`src/rtl/keyscan_pkg.sv`:
```
`timescale 1ns/1ps
package keyscan_pkg;

   // Result of one complete scan of the matrix
   typedef enum logic [1:0] {
      SCAN_NONE = 2'd0,   // every column high in every slot
      SCAN_KEY  = 2'd1,   // exactly one low column in exactly one slot
      SCAN_BAD  = 2'd2    // several columns or several rows hit
   } scan_kind_e;

   typedef enum logic {
      DB_WAIT_PRESS   = 1'b0,
      DB_WAIT_RELEASE = 1'b1
   } db_state_e;

endpackage

```
`src/rtl/keyscan_col_sync.sv`:
```
`timescale 1ns/1ps
module keyscan_col_sync #(
   parameter int COLS   = 4,
   parameter int STAGES = 2
) (
   input  logic            clk,
   input  logic            rst_n,
   input  logic [COLS-1:0] col_raw_i,
   output logic [COLS-1:0] col_sync_o
);

   generate
      if (STAGES == 0) begin : g_direct
         assign col_sync_o = col_raw_i;
      end else begin : g_flops
         logic [COLS-1:0] stage_q [STAGES];
         for (genvar s = 0; s < STAGES; s++) begin : g_stage
            always_ff @(posedge clk or negedge rst_n) begin
               if (!rst_n) begin
                  stage_q[s] <= '1;   // released columns read high
               end else if (s == 0) begin
                  stage_q[s] <= col_raw_i;
               end else begin
                  stage_q[s] <= stage_q[(s == 0) ? 0 : s-1];
               end
            end
         end
         assign col_sync_o = stage_q[STAGES-1];
      end
   endgenerate

endmodule

```
`src/rtl/keyscan_sequencer.sv`:
```
`timescale 1ns/1ps
module keyscan_sequencer #(
   parameter int ROWS        = 4,
   parameter int SLOT_CYCLES = 16,
   localparam int ROW_W      = $clog2(ROWS),
   localparam int SLOT_W     = $clog2(SLOT_CYCLES)
) (
   input  logic             clk,
   input  logic             rst_n,
   output logic [ROWS-1:0]  row_oe_o,
   output logic [ROW_W-1:0] row_idx_o,
   output logic             slot_end_o,
   output logic             scan_end_o
);

   localparam logic [SLOT_W-1:0] SLOT_LAST = SLOT_W'(SLOT_CYCLES-1);
   localparam logic [ROW_W-1:0]  ROW_LAST  = ROW_W'(ROWS-1);

   logic              run_q;
   logic [SLOT_W-1:0] slot_cnt_q;
   logic [ROW_W-1:0]  row_idx_q;
   logic              slot_end;

   // run_q keeps every row floating during the first cycle out of reset
   always_ff @(posedge clk or negedge rst_n) begin
      if (!rst_n) run_q <= 1'b0;
      else        run_q <= 1'b1;
   end

   assign slot_end = run_q && (slot_cnt_q == SLOT_LAST);

   always_ff @(posedge clk or negedge rst_n) begin
      if (!rst_n) begin
         slot_cnt_q <= '0;
         row_idx_q  <= '0;
      end else if (run_q) begin
         if (slot_end) begin
            slot_cnt_q <= '0;
            row_idx_q  <= (row_idx_q == ROW_LAST) ? '0 : row_idx_q + 1'b1;
         end else begin
            slot_cnt_q <= slot_cnt_q + 1'b1;
         end
      end
   end

   generate
      for (genvar r = 0; r < ROWS; r++) begin : g_row_en
         assign row_oe_o[r] = run_q && (row_idx_q == ROW_W'(r));
      end
   endgenerate

   assign row_idx_o  = row_idx_q;
   assign slot_end_o = slot_end;
   assign scan_end_o = slot_end && (row_idx_q == ROW_LAST);

endmodule

```
`src/rtl/keyscan_scan_eval.sv`:
```
`timescale 1ns/1ps
module keyscan_scan_eval
   import keyscan_pkg::*;
#(
   parameter int ROWS    = 4,
   parameter int COLS    = 4,
   localparam int ROW_W  = $clog2(ROWS),
   localparam int COL_W  = $clog2(COLS),
   localparam int CODE_W = ROW_W + COL_W
) (
   input  logic              clk,
   input  logic              rst_n,
   input  logic              slot_end_i,
   input  logic              scan_end_i,
   input  logic [ROW_W-1:0]  row_idx_i,
   input  logic [COLS-1:0]   col_i,
   output logic              res_valid_o,
   output scan_kind_e        res_kind_o,
   output logic [CODE_W-1:0] res_code_o
);

   localparam int NL_W = COL_W + 1;

   logic [COLS-1:0]   col_low;
   logic [NL_W-1:0]   n_low;
   logic [COL_W-1:0]  col_idx;
   logic              slot_hit, slot_multi;

   logic              acc_hit_q, acc_bad_q;
   logic [CODE_W-1:0] acc_code_q;
   logic              new_hit, new_bad;
   logic [CODE_W-1:0] new_code;

   assign col_low = ~col_i;

   always_comb begin
      n_low = '0;
      for (int c = 0; c < COLS; c++) begin
         n_low = n_low + NL_W'(col_low[c]);
      end
   end

   always_comb begin
      col_idx = '0;
      for (int c = COLS-1; c >= 0; c--) begin
         if (col_low[c]) col_idx = COL_W'(c);
      end
   end

   assign slot_hit   = (n_low == NL_W'(1));
   assign slot_multi = (n_low > NL_W'(1));

   // fold the current slot into the running scan summary
   assign new_bad  = acc_bad_q || slot_multi || (slot_hit && acc_hit_q);
   assign new_hit  = acc_hit_q || slot_hit;
   assign new_code = (slot_hit && !acc_hit_q) ? {row_idx_i, col_idx} : acc_code_q;

   always_ff @(posedge clk or negedge rst_n) begin
      if (!rst_n) begin
         acc_hit_q   <= 1'b0;
         acc_bad_q   <= 1'b0;
         acc_code_q  <= '0;
         res_valid_o <= 1'b0;
         res_kind_o  <= SCAN_NONE;
         res_code_o  <= '0;
      end else begin
         res_valid_o <= 1'b0;
         if (slot_end_i) begin
            if (scan_end_i) begin
               res_valid_o <= 1'b1;
               res_code_o  <= new_code;
               res_kind_o  <= new_bad ? SCAN_BAD : (new_hit ? SCAN_KEY : SCAN_NONE);
               acc_hit_q   <= 1'b0;
               acc_bad_q   <= 1'b0;
               acc_code_q  <= '0;
            end else begin
               acc_hit_q   <= new_hit;
               acc_bad_q   <= new_bad;
               acc_code_q  <= new_code;
            end
         end
      end
   end

endmodule

```
`src/rtl/keyscan_debounce.sv`:
```
`timescale 1ns/1ps
module keyscan_debounce
   import keyscan_pkg::*;
#(
   parameter int CODE_W       = 4,
   parameter int STABLE_SCANS = 4,
   localparam int CNT_W       = $clog2(STABLE_SCANS + 1)
) (
   input  logic              clk,
   input  logic              rst_n,
   input  logic              res_valid_i,
   input  scan_kind_e        res_kind_i,
   input  logic [CODE_W-1:0] res_code_i,
   input  logic              key_read_i,
   output logic              key_ready_o,
   output logic [CODE_W-1:0] key_code_o
);

   localparam logic [CNT_W-1:0] CNT_GOAL = CNT_W'(STABLE_SCANS);

   db_state_e         state_q;
   logic [CODE_W-1:0] cand_q;
   logic [CNT_W-1:0]  match_q, match_nxt;
   logic [CNT_W-1:0]  rel_q;
   logic              accept;

   always_comb begin
      if (match_q != '0 && res_code_i == cand_q) begin
         match_nxt = (match_q == CNT_GOAL) ? match_q : match_q + 1'b1;
      end else begin
         match_nxt = CNT_W'(1);
      end
   end

   // an acceptance waits while an earlier code is still unread
   assign accept = res_valid_i && (state_q == DB_WAIT_PRESS) &&
                   (res_kind_i == SCAN_KEY) && (match_nxt == CNT_GOAL) && !key_ready_o;

   always_ff @(posedge clk or negedge rst_n) begin
      if (!rst_n) begin
         state_q     <= DB_WAIT_PRESS;
         cand_q      <= '0;
         match_q     <= '0;
         rel_q       <= '0;
         key_ready_o <= 1'b0;
         key_code_o  <= '0;
      end else begin
         if (key_read_i) key_ready_o <= 1'b0;
         if (res_valid_i) begin
            case (state_q)
               DB_WAIT_PRESS: begin
                  case (res_kind_i)
                     SCAN_KEY: begin
                        cand_q  <= res_code_i;
                        match_q <= match_nxt;
                        if (accept) begin
                           key_code_o  <= res_code_i;
                           key_ready_o <= 1'b1;
                           match_q     <= '0;
                           rel_q       <= '0;
                           state_q     <= DB_WAIT_RELEASE;
                        end
                     end
                     SCAN_NONE: match_q <= '0;
                     default:   ;   // unusable scan leaves the count alone
                  endcase
               end
               DB_WAIT_RELEASE: begin
                  case (res_kind_i)
                     SCAN_NONE: begin
                        if (rel_q + 1'b1 == CNT_GOAL) begin
                           rel_q   <= '0;
                           state_q <= DB_WAIT_PRESS;
                        end else begin
                           rel_q <= rel_q + 1'b1;
                        end
                     end
                     SCAN_KEY: rel_q <= '0;
                     default:  ;
                  endcase
               end
               default: state_q <= DB_WAIT_PRESS;
            endcase
         end
      end
   end

endmodule

```
`src/rtl/keypad_scan_ctrl.sv`:
```
`timescale 1ns/1ps
module keypad_scan_ctrl
   import keyscan_pkg::*;
#(
   parameter int ROWS         = 4,
   parameter int COLS         = 4,
   parameter int SLOT_CYCLES  = 2500,
   parameter int STABLE_SCANS = 4,
   parameter int SYNC_STAGES  = 2,
   localparam int ROW_W       = $clog2(ROWS),
   localparam int COL_W       = $clog2(COLS),
   localparam int CODE_W      = ROW_W + COL_W
) (
   input  logic              clk,
   input  logic              rst_n,
   input  logic              key_read_i,
   input  logic [COLS-1:0]   col_i,
   output logic [ROWS-1:0]   row_oe_o,
   output logic              key_ready_o,
   output logic [CODE_W-1:0] key_code_o
);

   generate
      if (ROWS < 2) begin : g_chk_rows
         $error("keypad_scan_ctrl: ROWS must be at least 2");
      end
      if (COLS < 2) begin : g_chk_cols
         $error("keypad_scan_ctrl: COLS must be at least 2");
      end
      if (SLOT_CYCLES < 2 || SLOT_CYCLES <= SYNC_STAGES) begin : g_chk_slot
         $error("keypad_scan_ctrl: SLOT_CYCLES must be at least 2 and exceed SYNC_STAGES");
      end
      if (STABLE_SCANS < 1) begin : g_chk_stable
         $error("keypad_scan_ctrl: STABLE_SCANS must be at least 1");
      end
      if (SYNC_STAGES < 0) begin : g_chk_sync
         $error("keypad_scan_ctrl: SYNC_STAGES must not be negative");
      end
   endgenerate

   logic [COLS-1:0]   col_s;
   logic [ROW_W-1:0]  row_idx;
   logic              slot_end, scan_end;
   logic              res_valid;
   scan_kind_e        res_kind;
   logic [CODE_W-1:0] res_code;

   keyscan_col_sync #(.COLS(COLS), .STAGES(SYNC_STAGES)) u_sync (
      .clk        (clk),
      .rst_n      (rst_n),
      .col_raw_i  (col_i),
      .col_sync_o (col_s)
   );

   keyscan_sequencer #(.ROWS(ROWS), .SLOT_CYCLES(SLOT_CYCLES)) u_seq (
      .clk        (clk),
      .rst_n      (rst_n),
      .row_oe_o   (row_oe_o),
      .row_idx_o  (row_idx),
      .slot_end_o (slot_end),
      .scan_end_o (scan_end)
   );

   keyscan_scan_eval #(.ROWS(ROWS), .COLS(COLS)) u_eval (
      .clk         (clk),
      .rst_n       (rst_n),
      .slot_end_i  (slot_end),
      .scan_end_i  (scan_end),
      .row_idx_i   (row_idx),
      .col_i       (col_s),
      .res_valid_o (res_valid),
      .res_kind_o  (res_kind),
      .res_code_o  (res_code)
   );

   keyscan_debounce #(.CODE_W(CODE_W), .STABLE_SCANS(STABLE_SCANS)) u_db (
      .clk         (clk),
      .rst_n       (rst_n),
      .res_valid_i (res_valid),
      .res_kind_i  (res_kind),
      .res_code_i  (res_code),
      .key_read_i  (key_read_i),
      .key_ready_o (key_ready_o),
      .key_code_o  (key_code_o)
   );

endmodule

```
`config.mk`:
```
export PLATFORM = sky130hd
export DESIGN_NAME = keypad_scan_ctrl
export DESIGN_NICKNAME = d
export VERILOG_FILES = /design/src/rtl/keyscan_pkg.sv /design/src/rtl/keyscan_col_sync.sv /design/src/rtl/keyscan_sequencer.sv /design/src/rtl/keyscan_scan_eval.sv /design/src/rtl/keyscan_debounce.sv /design/src/rtl/keypad_scan_ctrl.sv
export SDC_FILE = /design/constraint.sdc
export NUM_CORES = 1
export LEC_CHECK = 0
export BUFFER_PORTS_ARGS = -buffer_cell sky130_fd_sc_hd__buf_2
export CORE_ASPECT_RATIO = 1.75
export CORE_UTILIZATION = 60
export CTS_BUF_LIST = sky130_fd_sc_hd__clkbuf_4
export DETAILED_ROUTE_END_ITERATION = 12
export PLACE_DENSITY = 0.79
export SYNTH_ARGS = -nofsm -noshare
export SYNTH_HDL_FRONTEND = slang
export SYNTH_SLANG_ARGS = --single-unit
export TNS_END_PERCENT = 1
```
`constraint.sdc`:
```
create_clock -name clk -period 4.2 [get_ports clk]
set_input_delay 0.21 -clock clk [delete_from_list [all_inputs] [get_ports clk]]
set_output_delay 0.21 -clock clk [all_outputs]
set_load 0.02 [all_outputs]
```
==> impl_metrics.env, run 1 <==
export IMPL_status="completed"
export IMPL_leakage_nw=1.357
export IMPL_cpMaxStageDelayCell="nor4b_1"
export IMPL_vdd_drop_max_uv=263.3
export IMPL_final_util_pct=69.10
export IMPL_critPathCaptureType="flop"
export IMPL_crit_buf_inv=2
export IMPL_drt_iter0_markers=32
export IMPL_hpwl_um=3201
export IMPL_numCtsBuffers=5
export IMPL_clkSlewWorstSetupHoldPaths_ps=140
export IMPL_syn_nets=260
export IMPL_finalSetupViolCount=0
export IMPL_synth_compound_area_share_pct=9.248
export IMPL_slew_viol_final=0
export IMPL_slowest_delay_ps=790
export IMPL_antenna_left=0
export IMPL_num_nets_final=284
export IMPL_wl_per_cell_um=14.15
export IMPL_critPathLaunchType="flop"
export IMPL_ff_latch_area_mm2=0.001311
export IMPL_power_density_mw_per_mm2=344.6
export IMPL_area_delta_synth_final_pct=9.823
export IMPL_report_final_hold_viol_count=0
export IMPL_synth_xor_area_share_pct=5.031
export IMPL_dieWidth_um=51.87
export IMPL_routed_wirelength_um=4443
export IMPL_cap_violations=0
export IMPL_start_util_pct=62.92
export IMPL_tns_ps=0
export IMPL_path_class="reg -> reg"
export IMPL_n_antenna_cell=0
export IMPL_hold_buffers=6
export IMPL_fillers=316
export IMPL_port_buffers=15
export IMPL_finalCriticalPeriod_ps=3252
export IMPL_place_ws_ps=930.0
export IMPL_ys_warnings_count=0
export IMPL_synth_top_area_share_pct=42.17
export IMPL_grt_pass1_wl_um=7348
export IMPL_cts_sinks=52
export IMPL_rsz0062_at_grt="false"
export IMPL_cts_tree="done"
export IMPL_finalNonFillerCells=314
export IMPL_synthArstFlopShare_pct=100.0
export IMPL_grt_max_degree=53
export IMPL_vias_per_cell=5.618
export IMPL_r2r_start="u_sync.col_sync_o[0]$_DFF_PN1_"
export IMPL_drc=0
export IMPL_min_from="u_sync.g_flops.stage_q[6]$_DFF_PN1_"
export IMPL_drt_pass1_iter_count=4
export IMPL_cts_root_buf="clkbuf_4"
export IMPL_globalRoute_totalOverflow=0
export IMPL_path_cells="inv_1, ha_1, fa_1, inv_1, ha_1, nor4b_1, nor2_1, or2_2, mux2_2"
export IMPL_clock_path_buffers=2
export IMPL_grt_pass1_vias=1733
export IMPL_synth_edff_count=0
export IMPL_dr_total_vias=1764
export IMPL_die_area_mm2=0.004630
export IMPL_clock_skew_ps=9.492
export IMPL_drive_gt1_share_pct=19.62
export IMPL_synth_simple_gate_area_share_pct=19.69
export IMPL_fmax_mhz=307.6
export IMPL_ys_types=50
export IMPL_synth_top_family_by_area="simple AND/OR/NAND/NOR gates"
export IMPL_worst_endpoint_arrival_ps=3520
export IMPL_placedCellCount=300
export IMPL_worst_slew_pin_slew_ps=882.2
export IMPL_grt_antenna_before_repair=0
export IMPL_grt_total_usage_pct=21.78
export IMPL_multi_input_area_mm2=0.001206
export IMPL_syn_inst=240
export IMPL_fp_dieH_um=89.27
export IMPL_h_tree_depth=2
export IMPL_yosys_area_share_adder_pct=6.517
export IMPL_period_share_pct=77.42
export IMPL_critPathTopFamily="simple AND/OR/NAND/NOR gates"
export IMPL_post_cts_setup_buffers=0
export IMPL_ys_ff_latch=52
export IMPL_synthTopCellsByArea="dfrtp_1, dfstp_2, ha_1"
export IMPL_rows=31
export IMPL_slew_headroom_pct=40.36
export IMPL_globalplace_congestion=0.8137
export IMPL_critPathLaunch="u_sync.col_sync_o[0]$_DFF_PN1_"
export IMPL_synth_top_cell_by_area="dfrtp_1"
export IMPL_insertion_delay_ps=360
export IMPL_ios=16
export IMPL_post_cts_resized=0
export IMPL_worstPathRequired_ps=4470
export IMPL_avgSynthCellArea_um2=10.88
export IMPL_synth_mux_area_share_pct=5.558
export IMPL_design_power_total_mw=0.9882
export IMPL_synth_main_ff_cell="dfrtp_1"
export IMPL_synth_seq_area_share_pct=50.22
export IMPL_synth_cell_area_mm2=0.002611
export IMPL_coreArea_mm2=0.004150
export IMPL_layout_setup_ws_ps=948.5
export IMPL_hp_class="reg -> reg"
export IMPL_crit_fanout=6
==> Yosys cell counts, types with 2 or more instances <==
cell type and n:
dfrtp_1 44, and2_1 6, nor3b_1 4, xnor2_1 13, a21oi_1 5, a41oi_1 2, o21ai_0 7, ha_1 12
clkbuf_1 2, nand3b_1 3, or4b_2 2, inv_1 19, buf_2 3, xor2_1 2, o2111ai_1 2, and3_1 3
mux2_2 12, nand2b_1 3, nand2_1 28, nand3_1 6, o311ai_0 3, a31oi_1 5, nor2b_1 4, dfstp_2 8
nand4_1 6, nor2_1 11, o211ai_1 2
==> final cells by class <==
type	instances	area share (%)
Clock buffer	5	1.309
Clock inverter	3	1.309
Inverter	19	2.487
Multi-Input combinational cell	164	42.06
Sequential cell	52	45.72
Tap cell	49	2.138
Timing Repair Buffer	22	4.974
==> cell usage in the layout (no fill, tap or decap), types with 3 or more instances in the layout <==
master | synthesis | final
a31oi_1 | 5 | 5
and3_1 | 3 | 3
a21oi_1 | 5 | 5
nor2_1 | 11 | 11
inv_1 | 19 | 19
o311ai_0 | 3 | 3
nor2b_1 | 4 | 4
clkbuf_4 | 0 | 5
nand2b_1 | 3 | 3
buf_2 | 3 | 15
and2_1 | 6 | 6
nor3b_1 | 4 | 4
dlygate4sd3_1 | 0 | 6
xnor2_1 | 13 | 13
mux2_2 | 12 | 12
nand3b_1 | 3 | 3
nand3_1 | 6 | 6
o21ai_0 | 7 | 7
nand2_1 | 28 | 28
dfstp_2 | 8 | 8
ha_1 | 12 | 12
dfrtp_1 | 44 | 44
nand4_1 | 6 | 6
==> metrics by stage <==
step           hold WS [ps]  cell area [um2]
3_3_place_gp          314.5             2733
3_5_place_dp          316.2             2733
4_1_cts               367.1             2868
5_1_grt               368.4             2868
2_1_floorplan        -85.59             2611
6_report              364.7             2868
==> power breakdown <==
part	internal (mW)	switching, mW	leakage [nW]	total, mW
clock network	0.122	0.146	0.0403	0.268
registers	0.540	0.0436	0.685	0.584
logic	0.0576	0.0784	0.632	0.136
==> logic make-up (layout without fill, tap and decap cells) <==
family / Yosys count / count (layout)
XOR/XNOR: 15 / 15
buffers and inverters: 24 / 49
AND/OR/NAND/NOR: 87 / 87
flip-flops: 52 / 52
adder cells (fa/ha/maj): 13 / 13
multiplexers: 13 / 13
other: 1 / 1
AO/OA/AOI/OAI: 35 / 35
==> final timing paths <==
check	endpoint	slack, ps	depth (start not counted)
max reg2reg	u_eval.res_code_o[3]$_DFFE_PN0P_	950	9
min reg2reg	u_sync.col_sync_o[2]$_DFF_PN1_	360	0
max	u_eval.res_code_o[3]$_DFFE_PN0P_	950	9
max in group asynchronous	u_seq.slot_cnt_q[2]$_DFFE_PN0P_	3310	3
min	u_sync.col_sync_o[2]$_DFF_PN1_	360	0
min in group asynchronous	u_db.rel_q[1]$_DFFE_PN0P_	460	3
==> flip-flops by register name (all words and copies together) (netlist names), 4 cells and up <==
register and count:
u_sync.col_sync_o 4, u_eval.res_code_o 4, u_eval.acc_code_q 4, u_sync.g_flops.stage_q 4, u_seq.slot_cnt_q 12, u_db.cand_q 4
u_db.key_code_o 4
==> metal layers <==
metal / up-vias / GRT usage, % / wire, um
met5: - / 0 / 0
met4: 0 / 10.07 / 118
met3: 8 / 3.571 / 77
met2: 24 / 41.49 / 2412
met1: 852 / 22.22 / 1834
li1: 880 / - / -
==> worst reg2reg max path, stage by stage, from the launching register on <==
cell,delay (ps)
dfstp_2,570
inv_1,40
ha_1,300
fa_1,430
inv_1,80
ha_1,250
nor4b_1,790
nor2_1,110
or2_2,320
mux2_2,270
No activity file was read; power rests on OpenSTA's default activity.
==> run 2, diff against run 1 <==
ABC_AREA = 1   (was not set)
clock period = 3.3 ns   (was 4.2 ns; I/O delays follow)
==> impl_metrics.env, run 2 <==
export IMPL_insertion_delay_ps=360
export IMPL_dr_total_vias=1941
export IMPL_synth_main_ff_cell="dfrtp_1"
export IMPL_ys_ff_latch=52
export IMPL_rsz0062_at_grt="false"
export IMPL_report_final_hold_viol_count=0
export IMPL_synthTopCellsByArea="dfrtp_1, nand2_1, dfstp_2"
export IMPL_finalCriticalPeriod_ps=2682
export IMPL_largest_reg_flops=12
export IMPL_hp_class="in -> async"
export IMPL_finalSetupViolCount=0
export IMPL_synthArstFlopShare_pct=100.0
export IMPL_fmax_mhz=372.8
export IMPL_synth_edff_count=0
export IMPL_routed_wirelength_um=4322
export IMPL_area_delta_synth_final_pct=8.729
export IMPL_yosys_area_share_adder_pct=6.523
export IMPL_synth_cell_area_mm2=0.002609
export IMPL_vdd_drop_max_uv=418.1
export IMPL_h_tree_depth=2
export IMPL_wl_per_cell_um=11.49
export IMPL_cts_sinks=52
export IMPL_start_util_pct=62.86
export IMPL_critPathCaptureType="flop"
export IMPL_synth_compound_area_share_pct=9.305
export IMPL_synth_common_cells="nand2_1, inv_1, dfrtp_1, o21ai_0, nor2_1"
export IMPL_worst_slew_pin_slew_ps=636.0
export IMPL_cts_tree="done"
export IMPL_syn_nets=321
export IMPL_grt_antenna_before_repair=0
export IMPL_clkSlewWorstSetupHoldPaths_ps=140
export IMPL_ys_types=36
export IMPL_syn_inst=301
export IMPL_synth_top_cell_by_area="dfrtp_1"
export IMPL_globalRoute_totalOverflow=0
export IMPL_clock_skew_ps=12.24
export IMPL_slew_headroom_pct=57.60
export IMPL_grt_max_degree=30
export IMPL_vias_per_cell=5.162
export IMPL_grt_total_usage_pct=21.60
export IMPL_globalplace_congestion=0.7895
export IMPL_hpwl_um=3369
export IMPL_ios=16
export IMPL_cap_violations=0
export IMPL_slowest_delay_ps=560
export IMPL_worstPathRequired_ps=3570
export IMPL_grt_pass1_wl_um=7369
export IMPL_slew_viol_final=0
export IMPL_cts_root_buf="clkbuf_4"
export IMPL_synth_top_family_by_area="simple AND/OR/NAND/NOR gates"
export IMPL_status="completed"
export IMPL_avgSynthCellArea_um2=8.667
export IMPL_clock_path_buffers=2
export IMPL_period_share_pct=81.28
export IMPL_power_density_mw_per_mm2=407.8
export IMPL_dieWidth_um=51.85
export IMPL_fp_dieH_um=89.23
export IMPL_crit_fanout=7
export IMPL_hold_ws_ps=333.5
export IMPL_numCtsBuffers=5
export IMPL_post_cts_setup_buffers=0
export IMPL_worst_endpoint_arrival_ps=2950
export IMPL_rows=31
export IMPL_drt_iter0_markers=39
export IMPL_fillers=358
export IMPL_layout_commonest_cell="nand2_1"
export IMPL_grt_pass1_vias=1893
export IMPL_synth_simple_gate_area_share_pct=20.58
export IMPL_cpMaxStageDelayCell="dfstp_2"
export IMPL_synth_top_area_share_pct=42.21
export IMPL_path_cells="inv_1, ha_1, fa_1, inv_1, ha_1, nand3b_1, nor2_1, mux2i_1, o21ai_1"
export IMPL_synth_seq_area_share_pct=50.26
export IMPL_top_register="u_seq.slot_cnt_q"
export IMPL_port_buffers=15
export IMPL_drive_gt1_share_pct=14.07
export IMPL_drt_pass1_iter_count=4
export IMPL_synth_xor_area_share_pct=3.357
export IMPL_yosys_cell_count_top_type="nand2_1"
export IMPL_critPathLaunchType="flop"
export IMPL_die_area_mm2=0.004626
export IMPL_tns_ps=0
export IMPL_antenna_left=0
export IMPL_coreArea_mm2=0.004150
export IMPL_ys_warnings_count=0
export IMPL_drc=0
export IMPL_num_nets_final=346
export IMPL_synth_mux_area_share_pct=0.3837
export IMPL_path_class="reg -> reg"
export IMPL_leakage_nw=1.401
export IMPL_n_antenna_cell=0
export IMPL_final_cell_mix="nand2_1, inv_1, dfrtp_1, o21ai_0, nor2_1"
[run 2: cell count changes after synthesis, sizes merged, moves of 5 or more]
cell / before / now
mux2: 12 / 0
nand4: 6 / 1
and2: 6 / 0
nand3: 7 / 19
xnor2: 13 / 3
nor2: 11 / 24
xor2: 2 / 7
nand2: 28 / 65
inv: 19 / 54
nor3: 1 / 8
a31oi: 5 / 0
o21ai: 7 / 32
[run 2: critical path: cells and delay by family (launching register included)]
| family | cells | cell delay (ps) |
|---|---|---|
| adder cells (fa/ha/maj) | 3 | 940 |
| multiplexers | 1 | 330 |
| AO/OA/AOI/OAI | 1 | 90 |
| buffers and inverters | 2 | 120 |
| AND/OR/NAND/NOR | 2 | 560 |
| flip-flops | 1 | 560 |
[run 2: path summary, 6_finish.rpt]
| path | slack [ps] | to | from | cells past startpoint |
|---|---|---|---|---|
| max | 620 | u_eval.res_code_o[1]$_DFFE_PN0P_ | u_sync.col_sync_o[0]$_DFF_PN1_ | 9 |
| min | 330 | u_db.key_code_o[2]$_DFFE_PN0P_ | rst_n | 2 |
| max reg2reg | 620 | u_eval.res_code_o[1]$_DFFE_PN0P_ | u_sync.col_sync_o[0]$_DFF_PN1_ | 9 |
| min reg2reg | 360 | u_sync.col_sync_o[0]$_DFF_PN1_ | u_sync.g_flops.stage_q[4]$_DFF_PN1_ | 0 |
| max in group asynchronous | 2170 | u_sync.g_flops.stage_q[5]$_DFF_PN1_ | rst_n | 3 |
| min in group clk | 360 | u_sync.col_sync_o[0]$_DFF_PN1_ | u_sync.g_flops.stage_q[4]$_DFF_PN1_ | 0 |
[run 2: metrics by stage]
step / power (mW) / cell area, um2 / utilization (%) / setup slack (ps) / instances
2_1_floorplan: 0.8550 / 2609 / - / 846.6 / 301
3_3_place_gp: 0.8928 / 2725 / 65.66 / 686.8 / 362
3_5_place_dp: 0.9013 / 2725 / 65.66 / 581.6 / 362
4_1_cts: 1.168 / 2836 / 68.34 / 584.9 / 376
5_1_grt: 1.225 / 2836 / 68.34 / 403.6 / 376
6_report: 1.157 / 2836 / 68.34 / 617.6 / 376
[run 2: cells by family (layout without fill, tap and decap cells)]
family                     count (synthesis)  count (layout)
and+or+nand+nor                          121             121
buffers and inverters                     59              85
DFF                                       52              52
AOI/OAI and AO/OA                         44              44
adders and majority gates                 13              13
xor gates and xnor gates                  10              10
other                                      1               1
muxes                                      1               1
[run 2: metal layers]
layer | wire [um] | part of all wire [%] | track usage [%] | up-vias
met5 | 0 | 0 | 0 | -
met4 | 91 | 2.1 | 9.582 | 0
met3 | 99 | 2.3 | 3.741 | 8
met2 | 2532 | 59 | 43.94 | 26
met1 | 1599 | 37 | 19.39 | 917
li1 | - | - | - | 990
[run 2: cell type report]
type	instances	area (um2)	share of cell area [%]
Clock buffer	5	37.54	1.323
Clock inverter	3	13.76	0.4852
Inverter	55	219.0	7.719
Multi-Input combinational cell	190	1051	37.05
Sequential cell	52	1311	46.23
Tap cell	49	61.31	2.161
Timing Repair Buffer	22	142.6	5.029
[run 2: power by group]
group	total (mW)	internal, mW	switching, mW
combinational	0.159	0.0690	0.0898
sequential	0.736	0.684	0.0528
clock	0.261	0.0786	0.183
[run 2: repair_timing]
item | in CTS | in global routing
hold buffers | 6 | 0
setup endpoints to repair | 0 | 0
endpoints found under the hold margin | 33 | 0
resized for setup | 0 | 0
==> run 3, diff against run 2 <==
clock period = 2.5 ns   (was 3.3 ns; I/O delays follow)
==> impl_metrics.env, run 3 (synthesis results as in run 2) <==
export IMPL_n_antenna_cell=0
export IMPL_crit_fanout=7
export IMPL_globalRoute_totalOverflow=0
export IMPL_numCtsBuffers=5
export IMPL_met2RoutedLength_um=2693
export IMPL_fp_dieH_um=89.23
export IMPL_clkSlewWorstSetupHoldPaths_ps=140
export IMPL_routed_wirelength_um=4580
export IMPL_hold_path_endpoint="u_sync.col_sync_o[3]$_DFF_PN1_"
export IMPL_power_density_mw_per_mm2=601.3
export IMPL_place_area_mm2=0.002740
export IMPL_final_util_pct=70.94
export IMPL_layout_commonest_cell="nand2_1"
export IMPL_area_delta_synth_final_pct=12.85
export IMPL_cts_root_buf="clkbuf_4"
export IMPL_r2r_end="u_eval.res_code_o[1]$_DFFE_PN0P_"
export IMPL_cap_violations=0
export IMPL_period_share_pct=94.81
export IMPL_finalCriticalPeriod_ps=2370
export IMPL_coreArea_mm2=0.004150
export IMPL_h_tree_depth=2
export IMPL_hold_depth=0
export IMPL_ios=16
export IMPL_clock_path_buffers=2
export IMPL_p_seq_share_pct=54.8
export IMPL_worst_slew_pin_slew_ps=1049
export IMPL_p_int_mw=1.326
export IMPL_dr_total_vias=1979
export IMPL_wl_met3_um=91
export IMPL_path_class="reg -> reg"
export IMPL_dieWidth_um=51.85
export IMPL_worstPathRequired_ps=2770
export IMPL_slowest_delay_ps=560
export IMPL_slew_viol_final=0
export IMPL_critPathCaptureType="flop"
export IMPL_cp_depth=10
export IMPL_antenna_left=0
export IMPL_crit_buf_inv=3
export IMPL_grt_pass1_vias=1973
export IMPL_fmax_mhz=421.9
export IMPL_top_register="u_seq.slot_cnt_q"
export IMPL_path_cells="inv_1, ha_4, fa_2, inv_1, ha_1, nand3b_1, nor2_1, buf_4, mux2i_4, o21ai_1"
export IMPL_rsz0062_at_grt="false"
export IMPL_r2r_start="u_sync.col_sync_o[0]$_DFF_PN1_"
export IMPL_finalSetupViolCount=0
export IMPL_hold_ws_ps=366.1
export IMPL_drc=0
export IMPL_grt_pass1_wl_um=7810
export IMPL_drt_pass1_iter_count=4
export IMPL_num_nets_final=349
export IMPL_hp_class="reg -> reg"
export IMPL_status="completed"
export IMPL_placedCellCount=364
export IMPL_clockPowerShare_pct=32.7
export IMPL_wl_per_cell_um=12.08
export IMPL_rows=31
export IMPL_start_util_pct=62.86
export IMPL_m1WireLength_um=1706
export IMPL_finalNonFillerCells=379
export IMPL_final_area_mm2=0.002944
export IMPL_slew_headroom_pct=30.09
export IMPL_min_from="u_sync.g_flops.stage_q[7]$_DFF_PN1_"
export IMPL_crit_top_cell="inv_1"
export IMPL_drt_iter0_markers=46
export IMPL_largest_reg_flops=12
export IMPL_grt_max_degree=49
export IMPL_critPathLaunchType="flop"
export IMPL_vias_per_cell=5.222
export IMPL_final_cell_mix="nand2_1, inv_1, dfrtp_1, o21ai_0, nor2_1"
export IMPL_port_buffers=15
export IMPL_cts_tree="done"
export IMPL_r2r_worst_path_cells=10
export IMPL_p_switching_mw=0.4446
export IMPL_ff2ff_setup_slack_ps=130
export IMPL_die_area_mm2=0.004626
export IMPL_p_comb_share_pct=12.5
export IMPL_maxUsedRoutingLayer="met4"
export IMPL_ff_latch_area_mm2=0.001311
export IMPL_fillers=341
export IMPL_hpwl_um=3374
export IMPL_multi_input_area_mm2=0.001082
export IMPL_cpMaxStageDelayCell="dfstp_2"
export IMPL_worst_endpoint_arrival_ps=2640
export IMPL_grt_total_usage_pct=22.93
export IMPL_critPathTopFamily="adder cells"
export IMPL_sw_frac_of_total_pct=25.12
export IMPL_clock_skew_ps=18.03
export IMPL_design_power_total_mw=1.770
export IMPL_vdd_drop_max_uv=807.5
export IMPL_place_ws_ps=-2.941
export IMPL_report_final_hold_viol_count=0
export IMPL_globalplace_congestion=0.7944
export IMPL_tns_ps=0
export IMPL_cts_sinks=52
export IMPL_insertion_delay_ps=370
export IMPL_grt_antenna_before_repair=0
export IMPL_layout_setup_ws_ps=129.7
export IMPL_leakage_nw=1.442
export IMPL_drive_gt1_share_pct=16.36
## run 3: changes by cell type in the layout (fill, tap and decap cells not counted), moves of 2 or more
cell	delta
buf_4	+3
clkinv_2	-2
o21ai_0	-2
bufinv_16	+2
## run 3: area by class of cell
class,count,area share (%)
Clock buffer,6,1.530
Clock inverter,2,2.040
Inverter,55,7.437
Multi-Input combinational cell,190,36.76
Sequential cell,52,44.54
Tap cell,49,2.082
Timing Repair Buffer,25,5.610
## run 3: worst max-delay path by stage
stage	startpoint	slack (ps)	endpoint
6_report	u_sync.col_sync_o[0]$_DFF_PN1_	130	u_eval.res_code_o[1]$_DFFE_PN0P_
5_1_grt	u_sync.col_sync_o[0]$_DFF_PN1_	40	u_eval.res_code_o[2]$_DFFE_PN0P_
4_1_cts	u_sync.col_sync_o[0]$_DFF_PN1_	20	u_eval.res_code_o[1]$_DFFE_PN0P_
3_5_place_dp	u_sync.col_sync_o[0]$_DFF_PN1_	-3	u_eval.res_code_o[1]$_DFFE_PN0P_
3_3_place_gp	u_sync.col_sync_o[0]$_DFF_PN1_	60	u_eval.res_code_o[1]$_DFFE_PN0P_
2_1_floorplan	u_sync.col_sync_o[0]$_DFF_PN1_	50	u_eval.res_code_o[1]$_DFFE_PN0P_
## run 3: worst reg2reg max path, stage by stage, from the launching register on
cell	delay, ps
dfstp_2	560
inv_1	70
ha_4	240
fa_2	350
inv_1	60
ha_1	210
nand3b_1	180
nor2_1	100
buf_4	170
mux2i_4	250
o21ai_1	80
## run 3: power groups by stage
stage | logic (mW) | clock network [mW] | registers (mW)
global route | 0.260 | 0.634 | 0.981
global placement | 0.200 | 0 | 0.984
finish | 0.222 | 0.578 | 0.970
detailed placement | 0.207 | 0 | 0.985
CTS | 0.218 | 0.589 | 0.970
floorplan | 0.169 | 0 | 0.959
## run 3: per-layer routing
| layer | vias to the layer above | GRT usage [%] |
|---|---|---|
| met2 | 19 | 46.62 |
| li1 | 993 | - |
| met4 | 0 | 9.337 |
| met5 | - | 0 |
| met1 | 959 | 20.58 |
| met3 | 8 | 4.592 |
## run 3: what timing repair did
item                                    in CTS  in global routing
endpoints found under the hold margin       49                  0
pin swaps                                    0                  0
hold buffers                                 6                  0
resized for setup                            1                  6
buffers inserted                             0                  1
endpoints found under the setup margin       1                 10
